**config.mk**
```make
export PLATFORM = sky130hd
export DESIGN_NAME = tct_tick_tree
export DESIGN_NICKNAME = d
export VERILOG_FILES = /design/src/rtl/tct_pkg.sv /design/src/rtl/tct_regs.sv /design/src/rtl/tct_prescaler.sv /design/src/rtl/tct_chan_div.sv /design/src/rtl/tct_ext_sync.sv /design/src/rtl/tct_tick_tree.sv
export SDC_FILE = /design/constraint.sdc
export NUM_CORES = 1
export LEC_CHECK = 0
export BUFFER_PORTS_ARGS = -buffer_cell sky130_fd_sc_hd__clkbuf_2
export CAP_MARGIN = 0
export CORE_ASPECT_RATIO = 2
export CORE_MARGIN = 3
export CORE_UTILIZATION = 40
export DETAILED_ROUTE_END_ITERATION = 10
export PLACE_DENSITY_LB_ADDON = 0.2
export SKIP_CTS_REPAIR_TIMING = 1
export SLEW_MARGIN = 10
export SYNTH_ARGS = -nofsm -noshare
export SYNTH_HDL_FRONTEND = slang
export SYNTH_SLANG_ARGS = --single-unit
```
**constraint.sdc**
```tcl
create_clock -name clk -period 1.8 [get_ports clk]
set_input_delay 0.09 -clock clk [delete_from_list [all_inputs] [get_ports clk]]
set_output_delay 0.09 -clock clk [all_outputs]
set_load 0.02 [all_outputs]
```
**src/rtl/tct_pkg.sv**
```systemverilog
package tct_pkg;
  localparam int NUM_CH   = 5;
  localparam int NUM_GRP  = 2;
  localparam int GRP0_CH  = 2;
  localparam int PRE_W    = 8;
  localparam int FLD_W    = 4;
  localparam int CODE_W   = 3;
  localparam int LOG_MAX  = 4;
  localparam int DATA_W   = 32;
  localparam int ADDR_W   = 8;
  localparam logic [ADDR_W-1:0] OFS_PRE = 8'h00;
  localparam logic [ADDR_W-1:0] OFS_CH  = 8'h04;

  function automatic int grp_of(input int ch);
    return (ch < GRP0_CH) ? 0 : 1;
  endfunction
endpackage

```
**src/rtl/tct_regs.sv**
```systemverilog
module tct_regs
  import tct_pkg::*;
(
  input  logic                      clk,
  input  logic                      rst_n,
  input  logic                      wr_en,
  input  logic [ADDR_W-1:0]         addr,
  input  logic [DATA_W-1:0]         wdata,
  output logic [DATA_W-1:0]         rdata,
  output logic [NUM_GRP*PRE_W-1:0]  pre_flat,
  output logic [NUM_CH*FLD_W-1:0]   ch_flat,
  output logic                      pre_restart,
  output logic                      ch_restart
);
  localparam int PRE_BITS = NUM_GRP * PRE_W;
  localparam int CH_BITS  = NUM_CH * FLD_W;

  logic pre_hit, ch_hit;
  logic [PRE_BITS-1:0] pre_q;
  logic [CH_BITS-1:0]  ch_q;

  assign pre_hit     = wr_en && (addr == OFS_PRE);
  assign ch_hit      = wr_en && (addr == OFS_CH);
  assign pre_restart = pre_hit;
  assign ch_restart  = pre_hit | ch_hit;

  always_ff @(posedge clk) begin
    if (!rst_n) begin
      pre_q <= '0;
      ch_q  <= '0;
    end else begin
      if (pre_hit) pre_q <= wdata[PRE_BITS-1:0];
      if (ch_hit)  ch_q  <= wdata[CH_BITS-1:0];
    end
  end

  always_comb begin
    rdata = '0;
    if (addr == OFS_PRE)     rdata = {{(DATA_W-PRE_BITS){1'b0}}, pre_q};
    else if (addr == OFS_CH) rdata = {{(DATA_W-CH_BITS){1'b0}}, ch_q};
  end

  assign pre_flat = pre_q;
  assign ch_flat  = ch_q;
endmodule

```
**src/rtl/tct_prescaler.sv**
```systemverilog
module tct_prescaler #(
  parameter int W = 8
) (
  input  logic         clk,
  input  logic         rst_n,
  input  logic         restart,
  input  logic [W-1:0] limit,
  output logic         tick
);
  logic [W-1:0] cnt;

  assign tick = (cnt == limit);

  always_ff @(posedge clk) begin
    if (!rst_n)       cnt <= '0;
    else if (restart) cnt <= '0;
    else if (tick)    cnt <= '0;
    else              cnt <= cnt + W'(1);
  end
endmodule

```
**src/rtl/tct_chan_div.sv**
```systemverilog
module tct_chan_div #(
  parameter int LOG_MAX = 4,
  parameter int CODE_W  = 3
) (
  input  logic              clk,
  input  logic              rst_n,
  input  logic              restart,
  input  logic              pre_tick,
  input  logic [CODE_W-1:0] code,
  output logic              div_tick
);
  localparam int SH_W = $clog2(LOG_MAX + 1);

  logic [LOG_MAX-1:0] cnt;
  logic [LOG_MAX-1:0] mask;
  logic [SH_W-1:0]    shift;

  always_comb begin
    if (int'(code) >= LOG_MAX) shift = SH_W'(LOG_MAX);
    else                       shift = SH_W'(code);
    for (int i = 0; i < LOG_MAX; i++) mask[i] = (SH_W'(i) < shift);
  end

  assign div_tick = pre_tick && ((cnt & mask) == mask);

  always_ff @(posedge clk) begin
    if (!rst_n)        cnt <= '0;
    else if (restart)  cnt <= '0;
    else if (pre_tick) cnt <= cnt + LOG_MAX'(1);
  end
endmodule

```
**src/rtl/tct_ext_sync.sv**
```systemverilog
module tct_ext_sync (
  input  logic clk,
  input  logic rst_n,
  input  logic ext_in,
  output logic pulse
);
  logic s1, s2, s3;

  always_ff @(posedge clk) begin
    if (!rst_n) begin
      s1 <= 1'b0;
      s2 <= 1'b0;
      s3 <= 1'b0;
    end else begin
      s1 <= ext_in;
      s2 <= s1;
      s3 <= s2;
    end
  end

  assign pulse = s2 & ~s3;
endmodule

```
**src/rtl/tct_tick_tree.sv**
```systemverilog
module tct_tick_tree
  import tct_pkg::*;
(
  input  logic               clk,
  input  logic               rst_n,
  input  logic               wr_en,
  input  logic [ADDR_W-1:0]  addr,
  input  logic [DATA_W-1:0]  wdata,
  output logic [DATA_W-1:0]  rdata,
  input  logic [NUM_GRP-1:0] ext_clk,
  output logic [NUM_CH-1:0]  tick_o
);
  logic [NUM_GRP*PRE_W-1:0] pre_flat;
  logic [NUM_CH*FLD_W-1:0]  ch_flat;
  logic                     pre_restart, ch_restart;
  logic                     cfg_wr;
  logic [NUM_GRP-1:0]       pre_tick, ext_tick;
  logic [NUM_CH-1:0]        div_tick, next_tick;
  logic [NUM_CH-1:0]        tick_q;

  tct_regs u_regs (
    .clk(clk), .rst_n(rst_n), .wr_en(wr_en), .addr(addr), .wdata(wdata),
    .rdata(rdata), .pre_flat(pre_flat), .ch_flat(ch_flat),
    .pre_restart(pre_restart), .ch_restart(ch_restart)
  );

  assign cfg_wr = ch_restart;

  for (genvar g = 0; g < NUM_GRP; g++) begin : g_grp
    tct_prescaler #(.W(PRE_W)) u_pre (
      .clk(clk), .rst_n(rst_n), .restart(pre_restart),
      .limit(pre_flat[g*PRE_W +: PRE_W]), .tick(pre_tick[g])
    );
    tct_ext_sync u_sync (
      .clk(clk), .rst_n(rst_n), .ext_in(ext_clk[g]), .pulse(ext_tick[g])
    );
  end

  for (genvar c = 0; c < NUM_CH; c++) begin : g_ch
    localparam int G = grp_of(c);
    logic [FLD_W-1:0] fld;
    assign fld = ch_flat[c*FLD_W +: FLD_W];

    tct_chan_div #(.LOG_MAX(LOG_MAX), .CODE_W(CODE_W)) u_div (
      .clk(clk), .rst_n(rst_n), .restart(ch_restart),
      .pre_tick(pre_tick[G]), .code(fld[CODE_W-1:0]), .div_tick(div_tick[c])
    );

    assign next_tick[c] = fld[FLD_W-1] ? ext_tick[G] : div_tick[c];
  end

  always_ff @(posedge clk) begin
    if (!rst_n) tick_q <= '0;
    else        tick_q <= next_tick;
  end

  assign tick_o = tick_q;
endmodule

```
==> results of run 1 <==
==> area by class of cell <==
type / instances / area (um^2)
repair buffers: 87 / 520
well taps: 104 / 130
clock buffers: 14 / 274
flip-flops and latches: 83 / 1660
fillers: 938 / 4760
clock inverters: 1 / 7.51
multi-input cells: 319 / 1970
inverters: 16 / 60.1
==> per-layer routing <==
layer  vias to the layer above  wire length [um]  GRT usage (%)
li1                       1690                 -              -
met1                      1605              3560           18.5
met2                        74              5750           37.5
met3                        22               326           3.53
met4                         0               332           10.1
met5                         -                 0              0
==> cells in the mapped netlist (12+ instances only) <==
cell	number	share of area, %
clkbuf_1	20	2.0
a22o_1	16	3.6
o21ai_0	16	2.1
buf_4	12	2.3
nor2_1	26	2.5
dfxtp_1	83	43
xnor2_1	18	4.1
nand2_1	49	4.8
nand3_1	22	2.9
a21oi_1	45	5.9
inv_1	16	1.6
mux2i_1	16	4.2
==> worst max path at each step <==
stage                          startpoint                    to  slack (ns)
finish              g_grp[0].u_pre.cnt[4]  g_ch[0].u_div.cnt[3]        0.22
global route           u_regs.pre_flat[7]  g_ch[0].u_div.cnt[2]        0.03
CTS                               addr[5]             rdata[15]        0.09
detailed placement                addr[5]   u_regs.pre_flat[11]        0.01
global placement                  addr[5]    u_regs.pre_flat[3]        0.02
floorplan                         addr[5]   u_regs.pre_flat[10]        0.11
==> power by group <==
group	internal [mW]	total [mW]	switching [mW]
combinational	0.101	0.248	0.147
clock	1.04	1.75	0.705
sequential	1.89	1.93	0.0390
total	3.03	3.92	0.891
==> worst register-to-register path, delay by kind of cell (launching register included) <==
family / cells / cell delay [ns]
AO/OA/AOI/OAI: 1 / 0.14
XOR/XNOR: 1 / 0.15
flip-flops: 1 / 0.38
AND/OR/NAND/NOR: 2 / 0.63
buffers and inverters: 1 / 0.20
==> registers in the layout, summed over array words and instances, names as in the netlist <==
register	count
g_grp.u_pre.cnt	16
g_grp.u_sync.s3	2
u_regs.ch_flat	20
g_grp.u_sync.s2	2
g_ch.u_div.cnt	20
u_regs.pre_flat	16
tick_o	5
g_grp.u_sync.s1	2
==> layout by cell type, fill, tap and decap left out, types with 18 or more instances in the layout <==
master	count
a21oi_1	45
buf_4	26
clkbuf_2	57
dfxtp_1	83
nand2_1	49
nand3_1	22
nor2_1	26
xnor2_1	18
==> metrics by stage <==
step	util [%]	hold WS [ns]	power, mW	std cells	worst slack, ns
after floorplan	-	0.217	2.12	454	0.109
after global placement	45.7	0.316	2.20	604	0.0190
after detailed placement	45.7	0.313	2.21	604	0.0141
after CTS	48.7	-0.0382	3.95	619	0.0920
after global routing	49.3	0.00302	4.07	624	0.0324
final	49.3	-0.0171	3.92	624	0.221
==> cells by family after synthesis <==
kind of cell | count (synthesis) | share of synthesized area, %
xor gates and xnor gates | 28 | 6.37
and+or+nand+nor | 157 | 20.6
adders and majority gates | 7 | 2.28
DFF | 83 | 43.2
AOI/OAI and AO/OA | 99 | 16.5
other | 1 | 0.0974
buffers and inverters | 52 | 6.86
muxes | 16 | 4.16
==> results.ini, run 1 <==
[setup_path]
critPathRequiredTime_ns=2.07
r2r_slack_ns=0.22
worst_setup_path_end_kind=flip-flop
worstRegToRegCells=5
critPathTopFamily=simple AND/OR/NAND/NOR gates
slowest_delay_ns=0.50
reg2reg_from=g_grp[0].u_pre.cnt[4]
critical_path_class=flip-flop to flip-flop
worstPathCellList=xnor2_1 > nand4_1 > buf_4 > or4_1 > a21oi_1
r2r_end=g_ch[0].u_div.cnt[3]
cp.depth=5
cp.arrival_ns=1.85
cp.buffers_inverters=1
worstSetupStartpointType=flip-flop
path_max_fanout=12
crit_slowest_cell=or4_1

[synth]
synthDistinctLibCells=39
ys_seq_area_share_pct=43.2
ys_warn_count=0
synth_async_sr_flop_share_pct=0
postSynthAreaPerCell_um2=8.69
synth-edff-count=0
synth_seq_cells=83
ys.flop_type=dfxtp_1
netlist_instances=443
synth_area_um2=3850

[grt]
antenna_found_initial=0
grt_pass1_vias=3406
gr-usage-all-layers_pct=19.5
overflow=0
grt_pass1_wl_um=16000
grt_max_degree=21

[die]
rows=50
chipHeight_um=145
die_w_um=75.4
ios=82
initial_utilization_pct=41.0
dieArea_um2=10900
core_area_um2=9380

[routing]
viasPerCell=5.43
drc=0
drt_iter0_drc=158
postRouteAntennaNets=0
drt_pass1_iterations=5
drt_wl_total_um=9970
wire_per_inst_um=16.0
vias=3391

[timing]
hold_viol=12
finClkSkew_ns=0.00742
finalCriticalPeriod_ns=1.58
max_freq_ghz=0.633
hold_slack_ns=-0.0171
rsz0062_at_grt=false
finalSetupTns_ns=0
setup_viol=0
final-max-slew-violation-count=0
fin_crit_sh_pct=87.7

[placement]
dpl-instance-area_um2=4290
io_buffers=57
hpwl_um=7420
gp_congestion=0.785

[hold_path]
hold_depth=3
hp-start=wdata[11]
hold_path.class=input port to flip-flop
min_to=u_regs.ch_flat[11]

[cells_and_area]
layout-drive-gt1-share_pct=19.8
area_growth_syn_to_layout_pct=20.2
finalNetCount=568
antennaDiodeCount=0
post-route-cell-area_um2=4620

[pwr]
peakVddDrop_uv=420
p_leak_nw=1.96
power_density_nw_per_um2=848

[run_status]
violations=hold timing
status=complete, but fails checks

[cts]
max-clock-path-buffers=2
cts_tree=yes
numCtsBuffers=9
htreeDepth=3
clock-sinks=83
clk_latency_ns=0.34
path_clk_slew_ns=0.06
cts-root-buf=clkbuf_16

[job]
maxCapViolations=0

No activity file was read; power rests on OpenSTA's default activity.
==> run 2: changes to the inputs <==
--- a/config.mk
+++ b/config.mk
@@ -11,7 +11,7 @@
 export CORE_MARGIN = 3
 export CORE_UTILIZATION = 40
 export DETAILED_ROUTE_END_ITERATION = 10
-export PLACE_DENSITY_LB_ADDON = 0.2
+export PLACE_DENSITY = 0.71
 export SKIP_CTS_REPAIR_TIMING = 1
 export SLEW_MARGIN = 10
 export SYNTH_ARGS = -nofsm -noshare
==> run 2 against run 1 <==
The flow still finishes with violations (hold timing). Hold slack improved by 0.011 ns. Critical path depth did not move. Register-to-register slack got worse by 0.04 ns. Global-route usage fell by 0.68 points. Largest cell class unchanged.
==> results.ini, run 2 (synthesis results as in run 1) <==
[grt]
grt_pass1_wl_um=15400  ; was 16000 um
overflow=0  ; unchanged
grt_max_degree=21  ; unchanged
grt_pass1_vias=3236  ; was 3406
antenna_found_initial=0  ; unchanged
gr-usage-all-layers_pct=18.8  ; was 19.5%

[setup_path]
worstRegToRegCells=5  ; unchanged
worst_setup_path_end_kind=flip-flop  ; unchanged
cp.arrival_ns=1.89  ; was 1.85 ns
path_max_fanout=12  ; unchanged
worstSetupStartpointType=flip-flop  ; unchanged
critical_path_class=flip-flop to flip-flop  ; unchanged
critPathRequiredTime_ns=2.07  ; about the same

[routing]
drt_pass1_iterations=4  ; was 5
wire_per_inst_um=15.6  ; was 16.0 um
drt_wl_total_um=9690  ; was 9970 um
drt_iter0_drc=157  ; was 158
drc=0  ; unchanged
viasPerCell=5.42  ; was 5.43
vias=3371  ; was 3391
postRouteAntennaNets=0  ; unchanged

[cells_and_area]
final_common_cell=dfxtp_1  ; unchanged
finalNetCount=566  ; was 568
finalNonFillerCells=622  ; was 624
fin_util_pct=49.3  ; about the same
nFillCells=888  ; was 938
antennaDiodeCount=0  ; unchanged
area_growth_syn_to_layout_pct=20.3  ; was 20.2%
layout_common_cells=83 x dfxtp_1, 57 x clkbuf_2, 49 x nand2_1, 45 x a21oi_1, 26 x nor2_1  ; was 83 x dfxtp_1, 57 x clkbuf_2, 49 x nand2_1, 45 x a21oi_1
layout-drive-gt1-share_pct=18.9  ; was 19.8%

[pwr]
seqPwrFrac_pct=48.1  ; was 49.1%
power_density_nw_per_um2=864  ; was 848 nW/um^2
swShare_pct=21.8  ; was 22.7%
internal-power_mw=3.13  ; was 3.03 mW
p_leak_nw=1.96  ; about the same
pwr-share-comb_pct=6.3  ; about the same
power_frac_clock_pct=45.6  ; was 44.5%
switchingPower_mw=0.871  ; was 0.891 mW
peakVddDrop_uv=516  ; was 420 uV

[cts]
clock-sinks=83  ; unchanged
max-clock-path-buffers=2  ; unchanged
htreeDepth=3  ; unchanged
numCtsBuffers=9  ; unchanged
cts_tree=yes  ; unchanged
clk_latency_ns=0.33  ; was 0.34 ns
cts-root-buf=clkbuf_16  ; unchanged
path_clk_slew_ns=0.06  ; about the same

[die]
die_w_um=75.4  ; unchanged
ios=82  ; unchanged
dieArea_um2=10900  ; unchanged
core_area_um2=9380  ; unchanged
rows=50  ; unchanged
chipHeight_um=145  ; unchanged
initial_utilization_pct=41.0  ; unchanged

[timing]
fin_crit_sh_pct=90.2  ; was 87.7%
hold_slack_ns=-0.00612  ; was -0.0171 ns
max_freq_ghz=0.616  ; was 0.633 GHz
rsz0062_at_grt=false  ; unchanged
tightest_slew_ns=0.580
finClkSkew_ns=0.00353  ; was 0.00742 ns
setup_viol=0  ; unchanged
final-max-slew-violation-count=0  ; unchanged
hold_viol=3  ; was 12
finalCriticalPeriod_ns=1.62  ; was 1.58 ns
fin_ws_ns=0.177  ; was 0.221 ns
relSlewSlack_pct=61.3

[job]
maxCapViolations=0  ; unchanged

[placement]
dp.cells=599  ; was 604
gp_congestion=0.846  ; was 0.785
pre_cts_ws_ns=-0.00620  ; was 0.0141 ns
hpwl_um=7260  ; was 7420 um
io_buffers=57  ; unchanged

[hold_path]
hold_path.class=input port to flip-flop  ; unchanged
hold_depth=3  ; unchanged

[run_status]
status=complete, but fails checks  ; unchanged
violations=hold timing  ; unchanged

run 2: final timing paths:
check / end / slack [ns] / startpoint
worst min register to register: g_grp[0].u_sync.s2 / 0.44 / g_grp[0].u_sync.s1
worst max-delay path: g_ch[1].u_div.cnt[3] / 0.18 / g_grp[0].u_pre.cnt[3]
worst max register to register: g_ch[1].u_div.cnt[3] / 0.18 / g_grp[0].u_pre.cnt[3]
worst min-delay path: u_regs.ch_flat[4] / -0.006 / wdata[4]
run 2: power groups by stage:
stage	clock, mW	sequential, mW	combinational [mW]
floorplan	0	1.97	0.160
global placement	0	1.96	0.233
detailed placement	0	1.96	0.240
CTS	1.86	1.92	0.242
global route	1.93	1.93	0.286
finish	1.82	1.93	0.254
run 2: stage by stage:
step	setup TNS, ns	area (um^2)	power, mW
final	0	4630	4.00
after global placement	0	4250	2.20
after global routing	0	4630	4.15
after detailed placement	-0.0126	4250	2.20
after CTS	0	4550	4.03
after floorplan	0	3890	2.12
run 2: area by class of cell:
type	instances	area (um^2)	share of cell area, %
Multi-Input combinational cell	319	1970	42.6
Sequential cell	83	1660	35.9
Timing Repair Buffer	85	513	11.1
Clock buffer	13	260	5.62
Tap cell	104	130	2.81
Inverter	16	60.1	1.30
Clock inverter	2	35.0	0.757
run 2: routing by layer:
| metal | track usage, % | wire length [um] | vias up |
|---|---|---|---|
| met5 | 0 | 0 | - |
| met4 | 9.49 | 329 | 0 |
| met3 | 3.94 | 346 | 23 |
| met2 | 35.8 | 5490 | 69 |
| met1 | 18.0 | 3520 | 1603 |
| li1 | - | - | 1676 |
run 2: critical path, cell delays in order, from the launching register on:
cell and delay, ns:
dfxtp_1 0.43, xnor2_1 0.17, nand4_1 0.12, buf_4 0.19, or4_1 0.51, a21oi_1 0.14
==> run 3: changes to the inputs <==
--- a/config.mk
+++ b/config.mk
@@ -5,7 +5,7 @@
 export SDC_FILE = /design/constraint.sdc
 export NUM_CORES = 1
 export LEC_CHECK = 0
-export BUFFER_PORTS_ARGS = -buffer_cell sky130_fd_sc_hd__clkbuf_2
+export BUFFER_PORTS_ARGS = -buffer_cell sky130_fd_sc_hd__buf_2
 export CAP_MARGIN = 0
 export CORE_ASPECT_RATIO = 2
 export CORE_MARGIN = 3
==> run 3 against run 2 <==
Highest routed layer unchanged. Die area is the same. Largest power group unchanged. Global-route usage shrank 0.44 points. The flow still finishes with violations (hold timing). First-iteration DRC count shrank 19%.
==> results.ini, run 3 (synthesis results as in run 1) <==
[die]
chipHeight_um=145  ; unchanged
dieArea_um2=10900  ; unchanged
core_area_um2=9380  ; unchanged
rows=50  ; unchanged
initial_utilization_pct=41.0  ; unchanged
die_w_um=75.4  ; unchanged
ios=82  ; unchanged

[setup_path]
cp.buffers_inverters=1  ; unchanged
worst_setup_path_end_kind=flip-flop  ; unchanged
r2r_end=g_ch[1].u_div.cnt[3]  ; unchanged
cp.arrival_ns=1.89  ; about the same
reg2reg_from=g_grp[0].u_pre.cnt[3]  ; unchanged
crit_slowest_cell=or4_1  ; unchanged
critPathRequiredTime_ns=2.06  ; was 2.07 ns
worstSetupStartpointType=flip-flop  ; unchanged
worstPathCellList=xnor2_1 > nand4_1 > buf_4 > or4_1 > a21oi_1  ; unchanged
critPathTopFamily=simple AND/OR/NAND/NOR gates  ; unchanged
path_max_fanout=12  ; unchanged
critical_path_class=flip-flop to flip-flop  ; unchanged
worstRegToRegCells=5  ; unchanged
slowest_delay_ns=0.51  ; about the same
r2r_slack_ns=0.18  ; about the same

[routing]
vias=3411  ; was 3371
postRouteAntennaNets=0  ; unchanged
drt_wl_total_um=9690  ; about the same
viasPerCell=5.48  ; was 5.42
drt_pass1_iterations=4  ; unchanged
wire_per_inst_um=15.6  ; about the same
drc=0  ; unchanged
drt_iter0_drc=127  ; was 157

[pwr]
p_leak_nw=1.96  ; about the same
peakVddDrop_uv=492  ; was 516 uV
swShare_pct=23.5  ; was 21.8%
pwr-share-comb_pct=6.5  ; was 6.3%
switchingPower_mw=0.905  ; was 0.871 mW
seqPwrFrac_pct=49.8  ; was 48.1%
power_density_nw_per_um2=839  ; was 864 nW/um^2
internal-power_mw=2.95  ; was 3.13 mW
power_frac_clock_pct=43.7  ; was 45.6%
finalPower_mw=3.86  ; was 4.00 mW

[grt]
grt_max_degree=21  ; unchanged
antenna_found_initial=0  ; unchanged
grt_pass1_vias=3254  ; was 3236
overflow=0  ; unchanged
grt_pass1_wl_um=15000  ; was 15400 um
gr-usage-all-layers_pct=18.4  ; was 18.8%

[timing]
fin_crit_sh_pct=90.3  ; was 90.2%
finClkSkew_ns=0.00741  ; was 0.00353 ns
setup_viol=0  ; unchanged
max_freq_ghz=0.616  ; about the same
hold_slack_ns=-0.00815  ; was -0.00612 ns
rsz0062_at_grt=false  ; unchanged
final-max-slew-violation-count=0  ; unchanged
fin_ws_ns=0.175  ; was 0.177 ns
hold_viol=1  ; was 3
finalCriticalPeriod_ns=1.62  ; about the same

[hold_path]
min_to=g_grp[0].u_sync.s1  ; was u_regs.ch_flat[4]
hold_depth=2  ; was 3
hp-start=ext_clk[0]  ; was wdata[4]
hold_path.class=input port to flip-flop  ; unchanged

[placement]
io_buffers=57  ; unchanged
gp_congestion=0.875  ; was 0.846
hpwl_um=7330  ; was 7260 um
pre_cts_ws_ns=-0.0105  ; was -0.00620 ns

[cts]
max-clock-path-buffers=2  ; unchanged
clock-sinks=83  ; unchanged
cts-root-buf=clkbuf_16  ; unchanged
cts_tree=yes  ; unchanged
numCtsBuffers=9  ; unchanged
htreeDepth=3  ; unchanged
clk_latency_ns=0.33  ; about the same
path_clk_slew_ns=0.06  ; about the same

[cells_and_area]
area_growth_syn_to_layout_pct=19.5  ; was 20.3%
final_common_cell=dfxtp_1  ; unchanged
antennaDiodeCount=0  ; unchanged
finalNetCount=566  ; unchanged
layout_common_cells=83 x dfxtp_1, 57 x buf_2, 49 x nand2_1, 45 x a21oi_1  ; was 83 x dfxtp_1, 57 x clkbuf_2, 49 x nand2_1, 45 x a21oi_1, 26 x nor2_1
layout-drive-gt1-share_pct=20.4  ; was 18.9%

[run_status]
status=complete, but fails checks  ; unchanged
violations=hold timing  ; unchanged

[job]
maxCapViolations=0  ; unchanged

[run 3: cell types whose count changed in the layout (fill, tap and decap cells not counted), sizes merged]
cell and change:
dlygate4sd3 -5, bufinv -1, clkbuf -60, buf +62, clkinv +2, clkinvlp +2
inv +1
[run 3: metrics by stage]
step	setup TNS [ns]	std cells	instance area (um^2)	utilization, %
6_report	0	623	4600	49.0
5_1_grt	0	623	4600	49.0
4_1_cts	0	619	4560	48.6
3_5_place_dp	-0.0105	603	4280	45.6
3_3_place_gp	0	603	4280	45.6
2_1_floorplan	0	454	3890	-
[run 3: layer usage]
| layer | global-route usage, % | vias up | part of all wire, % |
|---|---|---|---|
| met1 | 17.0 | 1639 | 36 |
| met5 | 0 | - | 0 |
| li1 | - | 1678 | - |
| met4 | 10.2 | 0 | 3.5 |
| met2 | 35.1 | 73 | 57 |
| met3 | 3.87 | 21 | 3.6 |
[run 3: power groups by stage]
stage	sequential, mW	clock (mW)	combinational (mW)
after floorplan	1.97	0	0.160
after global placement	1.96	0	0.237
final	1.92	1.69	0.250
after CTS	1.92	1.73	0.246
after detailed placement	1.96	0	0.245
after global routing	1.93	1.79	0.283
[run 3: cell type report]
cell class | count | area, um^2
inverters | 16 | 60.1
repair buffers | 85 | 500
flip-flops and latches | 83 | 1660
well taps | 104 | 130
fillers | 893 | 4780
multi-input cells | 319 | 1970
clock inverters | 6 | 38.8
clock buffers | 10 | 239
[run 3: worst max path at each step]
stage | from | to | slack, ns | depth (start not counted)
final | g_grp[0].u_pre.cnt[3] | g_ch[1].u_div.cnt[3] | 0.18 | 5
after global routing | g_grp[0].u_pre.cnt[3] | g_ch[1].u_div.cnt[3] | 0.08 | 5
after detailed placement | addr[5] | u_regs.pre_flat[7] | -0.01 | 5
after global placement | addr[5] | u_regs.pre_flat[0] | 0.03 | 5
after floorplan | addr[5] | u_regs.pre_flat[10] | 0.11 | 6
after CTS | g_grp[1].u_pre.cnt[2] | g_ch[3].u_div.cnt[2] | 0.06 | 4
